File: config.mk
export PLATFORM = sky130hd
export DESIGN_NAME = r_refresh_ctr
export DESIGN_NICKNAME = d
export VERILOG_FILES = /design/src/rtl/rr_pkg.sv /design/src/rtl/rr_seq_fsm.sv /design/src/rtl/rr_counter.sv /design/src/rtl/r_refresh_ctr.sv
export SDC_FILE = /design/constraint.sdc
export NUM_CORES = 1
export LEC_CHECK = 0
export BUFFER_PORTS_ARGS = -buffer_cell sky130_fd_sc_hd__clkbuf_2
export CAP_MARGIN = 20
export CORE_UTILIZATION = 43
export DETAILED_ROUTE_END_ITERATION = 10
export PLACE_DENSITY_LB_ADDON = 0.25
export SYNTH_ARGS = -nofsm -noshare
export SYNTH_HDL_FRONTEND = slang
export SYNTH_HIERARCHICAL = 1
export SYNTH_SLANG_ARGS = --single-unit
File: constraint.sdc
create_clock -name clk -period 2.2 [get_ports clk]
set_input_delay 0.11 -clock clk [delete_from_list [all_inputs] [get_ports clk]]
set_output_delay 0.11 -clock clk [all_outputs]
set_load 0.02 [all_outputs]
File: src/rtl/rr_pkg.sv
package rr_pkg;
    typedef enum logic [1:0] {
        SEQ_IDLE = 2'd0,
        SEQ_PFX2 = 2'd1,
        SEQ_DISP = 2'd2,
        SEQ_OPC  = 2'd3
    } seq_t;

    localparam int STEP_W = 2;
endpackage

File: src/rtl/rr_seq_fsm.sv
module rr_seq_fsm
    import rr_pkg::*;
(
    input  logic clk,
    input  logic rst_n,
    input  logic fetch,
    input  logic dbl,
    input  logic clr,
    output logic counts,
    output seq_t state
);
    seq_t state_q, state_d;

    always_ff @(posedge clk) begin
        if (!rst_n) state_q <= SEQ_IDLE;
        else        state_q <= state_d;
    end

    always_comb begin
        state_d = state_q;
        counts  = 1'b0;
        unique case (state_q)
            SEQ_IDLE: begin
                if (fetch) begin
                    counts = 1'b1;
                    if (dbl) state_d = SEQ_PFX2;
                end
            end
            SEQ_PFX2: begin
                if (fetch) begin
                    counts  = 1'b1;
                    state_d = dbl ? SEQ_DISP : SEQ_IDLE;
                end
            end
            SEQ_DISP: begin
                if (fetch) begin
                    counts  = !dbl;
                    state_d = dbl ? SEQ_OPC : SEQ_IDLE;
                end
            end
            SEQ_OPC: begin
                if (fetch) begin
                    counts  = !dbl;
                    state_d = SEQ_IDLE;
                end
            end
            default: state_d = SEQ_IDLE;
        endcase
        if (clr) state_d = SEQ_IDLE;
    end

    assign state = state_q;
endmodule

File: src/rtl/rr_counter.sv
module rr_counter
    import rr_pkg::*;
#(
    parameter int CNT_W = 7
) (
    input  logic              clk,
    input  logic              rst_n,
    input  logic [STEP_W-1:0] step,
    input  logic              load,
    input  logic [CNT_W:0]    load_val,
    output logic [CNT_W:0]    value
);
    logic              hi_q;
    logic [CNT_W-1:0]  cnt_q;

    always_ff @(posedge clk) begin
        if (!rst_n) begin
            hi_q  <= 1'b0;
            cnt_q <= '0;
        end else if (load) begin
            hi_q  <= load_val[CNT_W];
            cnt_q <= load_val[CNT_W-1:0];
        end else begin
            cnt_q <= cnt_q + CNT_W'(step);
        end
    end

    assign value = {hi_q, cnt_q};
endmodule

File: src/rtl/r_refresh_ctr.sv
module r_refresh_ctr
    import rr_pkg::*;
#(
    parameter int CNT_W = 7,
    localparam int R_W  = CNT_W + 1
) (
    input  logic             clk,
    input  logic             rst_n,
    input  logic             fetch_m1,
    input  logic             dbl_idx,
    input  logic             ld_r,
    input  logic [R_W-1:0]   ld_data,
    input  logic             blk_rpt,
    output logic [R_W-1:0]   r_value,
    output logic [CNT_W-1:0] refresh_addr
);
    logic              fetch_counts;
    seq_t              seq_q;
    logic [STEP_W-1:0] step;

    rr_seq_fsm u_seq (
        .clk    (clk),
        .rst_n  (rst_n),
        .fetch  (fetch_m1),
        .dbl    (dbl_idx),
        .clr    (ld_r),
        .counts (fetch_counts),
        .state  (seq_q)
    );

    always_comb begin
        step = {blk_rpt, fetch_counts};
    end

    rr_counter #(.CNT_W(CNT_W)) u_cnt (
        .clk      (clk),
        .rst_n    (rst_n),
        .step     (step),
        .load     (ld_r),
        .load_val (ld_data),
        .value    (r_value)
    );

    assign refresh_addr = r_value[CNT_W-1:0];
endmodule

Word level (Yosys, flattened, before mapping)
Cells that the tools add are included.
{ "word_totals": {"regBits": 10, "inputBits": 14, "out_inout_bits": 15, "elab_cells": 31} }
{ "op_classes": {"add_sub_neg": 1, "n_eq_ne": 8, "mux": 12, "n_bitwise": 1, "reduce_logical": 6} }
{ "ops": {"columns": ["cell", "count"], "rows": [
  ["$mux W2", 7],
  ["$ne A2 B2 Y1 const B", 5],
  ["$pmux W2 S4", 1],
  ["$add A7 B2 Y7", 1],
  ["$mux W7", 1],
  ["$reduce_or A2 Y1", 3],
  ["$reduce_and A5 Y1", 1],
  ["$eq A2 B2 Y1 const B", 2],
  ["$eq A2 B1 Y1 const B", 1],
  ["$logic_not A2 Y1", 1],
  ["$mux W1", 2],
  ["$pmux W1 S2", 1],
  ["$logic_not A1 Y1", 1],
  ["$not A1 Y1", 1]
]} }

Logic depth before layout (Yosys ltp)
{ "logic_depth": {"word_depth": 5, "depth_mapped": 8, "ltp_nobuf": 8} }

Modules after synthesis
The synthesis kept the hierarchy.
{ "modules_own_cells": {"columns": ["mod", "instances", "cells_each", "area_per_inst_um2", "seq_area_each_um2"], "rows": [
  ["rr_counter", 1, 48, 421.7, 160.2],
  ["rr_seq_fsm", 1, 12, 97.6, 40.0],
  ["r_refresh_ctr", 1, 7, 52.6, 0.0]
]} }

Worst setup path after synthesis
OpenSTA, ideal clock, no wires.
{ "synth_path": {"path_kind": "reg2reg", "start": "reg u_cnt.cnt_q[0]", "end": "reg u_cnt.cnt_q[6]", "setup_ns": 0.074, "t_arrival_ns": 1.667, "t_required_ns": 2.126, "slack_ns": 0.459, "stages_incl_launch_ff": 7, "path_buffers": 0, "period_less_slack_ns": 1.741, "cell_sequence": "dfxtp_1 > ha_1 > inv_1 > fa_1 > nand2b_1 > or3_1 > a31oi_1"} }
{ "synth_via": {"elab_chain_cells": 2} }
{ "synth_lines": {"columns": ["element", "line_no", "text"], "rows": [
  ["start, declared", "rr_counter.sv:14", "logic [CNT_W-1:0] cnt_q;"],
  ["start signal, assigned", "rr_counter.sv:22", "cnt_q <= load_val[CNT_W-1:0];"],
  ["start signal, assigned", "rr_counter.sv:24", "cnt_q <= cnt_q + CNT_W'(step);"],
  ["$add A7 B2 Y7", "rr_counter.sv:24", null],
  ["$mux W7", "rr_counter.sv:20", "end else if (load) begin"]
]} }
No other way between the ends.
A chain may end at the register's enable or synchronous reset.

Final worst setup path
{ "layout_path": {"start": "reg u_seq.state_q[1] (netlist: u_seq/state[1])", "end": "reg u_cnt.cnt_q[6]"} }
{ "layout_via": {"elab_chain_cells": 5, "word_cells_on_any_way": 9, "classes_between": "add/sub (1); eq/ne (3); mux (2); reduce/logical (3)"} }
{ "layout_lines": {"columns": ["element", "line_no", "text"], "rows": [
  ["start, declared", "rr_seq_fsm.sv:12", "seq_t state_q, state_d;"],
  ["start signal, assigned", "rr_seq_fsm.sv:16", "else state_q <= state_d;"],
  ["$eq A2 B2 Y1, or another cell as far along", "rr_seq_fsm.sv:22", "unique case (state_q)"],
  ["$reduce_or A2 Y1 (no source line)", null, null],
  ["$pmux W1 S2 *", "rr_seq_fsm.sv:22", null],
  ["via fetch_counts", "r_refresh_ctr.sv:17", "logic fetch_counts;"],
  ["$add A7 B2 Y7 *", "rr_counter.sv:24", null],
  ["$mux W7 *", "rr_counter.sv:20", null]
]} }
The timed path passes the listed nets; every way through them passes the cells marked *.

==> metrics.yaml <==
status: "completed"
finalPower_uw: 433
peakVddDrop_mv: 0.322
hold_viol: 0
grt_max_degree: 10
cts_root_buf: "clkbuf_4"
ys_warn_count: 6
hold_class: "primary input to flop"
synth_seq_cells: 10
antenna_found_initial: 0
gp_congestion: 0.716
grt_pass1_vias: 451
rsz0062_at_grt: "false"
hp-start: "ld_data[0]"
drt-initial-drc-count: 10
cts_tree: "yes"
synth_area_leaders: "dfxtp_1 35%, buf_4 11%, o21ai_0 7.9%"
syn_nets: 84
drc: 0
grt_pass1_wl_um: 1860
crit_fanout: 3
drive_gt1_frac: 0.371
postSynthAreaPerCell_um2: 8.53
start_util: 0.488
cp-start-kind: "flop"
whs_path_depth: 3
register_area_um2: 200
core_area_um2: 1170
critPathRequiredTime_ns: 2.40
clk_pin_slew_ns: 0.06
worstSetupPathType: "flop to flop"
synth_edf_count: 0
yosys-top-cells-count: "10 x dfxtp_1, 9 x o21ai_0, 8 x buf_4"
end_kind: "flop"
viasPerCell: 5.10
timing.fmax_mhz: 558
leakage_nw: 0.330
wl_per_cell_um: 11.1
cts_buffer_depth: 2
fin_setup_tns_ns: 0
die_h_um: 38.5
track_usage: 0.196
cts_resized: 0
final_antenna_net_count: 0
timing.rr.start: "u_seq/state[1]"
wl_um: 1140
hpwl_um: 881
finalSetupViolCount: 0
postCtsSetupRepairBufs: 0
finalMaxSlewViolations: 0
cts_hold_buf: 0
ios: 29
netlist-cell-type-count: 23
powerDensity_nw_per_um2: 630
reg2reg_slack_ns: 0.41
ys_async_sr_fraction: 0
max-cap-violations: 0
post-synth-top-area-fraction: 0.350
period_share: 0.815
ys.flop_type: "dfxtp_1"
multiInputGateArea_um2: 285
grt-ovfl-total: 0
min_period_ns: 1.79
vias: 525
postSynthCellCount: 67
dr.pass1.iters: 4
cts.htree.levels: 1
cts.sinks: 10
fp.dieArea_um2: 1480
n_antenna_cell: 0
port_buffers: 28
yosysSeqAreaShare: 0.350
yosys.area.top_type: "dfxtp_1"
place_area_um2: 666
clock_skew_ns: 0.00437
clkLatencyLatePin_ns: 0.26
row_count: 12
r2r_end: "u_cnt/cnt_q[6]"
rr_worst_depth: 7
n_fill_cell: 108
hold_end: "u_cnt/cnt_q[0]"
cts_buffers: 3
die_x_um: 38.5
worst_pin_slew_ns: 0.265
syn_to_final_growth_pct: 20.4
relSlewSlack: 0.823
yosysMostFrequentCell: "dfxtp_1"
final_nets: 108
finalInstanceArea_um2: 688
arrival_ns: 1.99
syn_area_um2: 572
-- where the power goes --
| part | leakage, nW | switching (mW) | internal [mW] |
|---|---|---|---|
| sequential | 0.0827 | 0.0130 | 0.193 |
| clock | 0.0138 | 0.0610 | 0.0632 |
| combinational | 0.233 | 0.0617 | 0.0416 |
-- flip-flops by register name (all words and copies together), names as in the netlist --
name         flops
u_cnt/hi_q       1
u_seq/state      2
u_cnt/cnt_q      7
-- cell families (layout without fill, tap and decap cells) --
family / count (synthesis) / count (layout) / share of synthesized area
mux: 2 / 2 / 0.0350
simple gates: 17 / 17 / 0.190
compound gates: 18 / 18 / 0.164
buf+inv: 15 / 37 / 0.151
flops: 10 / 10 / 0.350
xor+xnor: 2 / 2 / 0.0306
fa+ha+maj: 3 / 3 / 0.0788
-- cell type report --
class	instances	area share
multi-input cells	42	0.415
repair buffers	28	0.204
well taps	14	0.0255
clock buffers	3	0.0327
flip-flops and latches	10	0.291
inverters	6	0.0327
-- metrics by stage --
step / util / instances / hold slack (ns) / setup WS, ns
3_5_place_dp: 0.568 / 100 / 0.384 / 0.407
6_report: 0.588 / 103 / 0.109 / 0.407
5_1_grt: 0.588 / 103 / 0.116 / 0.292
3_3_place_gp: 0.568 / 100 / 0.371 / 0.491
4_1_cts: 0.588 / 103 / 0.0996 / 0.393
2_1_floorplan: - / 67 / 0.232 / 0.459
-- cell usage in the layout (no fill, tap or decap), types with 2 or more instances in the layout --
cell type and count:
clkbuf_2 28, dfxtp_1 10, o21ai_0 9, inv_1 5, a21oi_1 5, clkbuf_4 3, or3_1 3, a31oi_1 3
nor2b_1 3, xor2_1 2, nand2_1 2, and2_1 2, mux2i_1 2, nand2b_1 2, ha_1 2
-- metal layers --
layer	GRT usage	vias up	share of wire
met5	0	-	0
met4	0.103	0	0.013
met3	0.0698	4	0.067
met2	0.335	24	0.48
met1	0.210	232	0.44
li1	-	265	-
-- critical path, stage by stage (launching register included) --
cell	delay, ns
dfxtp_1	0.32
a21oi_1	0.13
ha_1	0.18
inv_1	0.06
fa_1	0.42
nand2b_1	0.17
or3_1	0.30
a31oi_1	0.16
-- worst max-delay path by stage --
stage | from | end | cells after the start
2_1_floorplan | u_cnt/cnt_q[0] | u_cnt/cnt_q[6] | 6
3_3_place_gp | u_seq/state[1] | u_cnt/cnt_q[6] | 7
3_5_place_dp | u_seq/state[1] | u_cnt/cnt_q[6] | 7
4_1_cts | u_seq/state[1] | u_cnt/cnt_q[6] | 7
5_1_grt | u_seq/state[1] | u_cnt/cnt_q[6] | 7
6_report | u_seq/state[1] | u_cnt/cnt_q[6] | 7
Power figures use the tool's default switching activity.
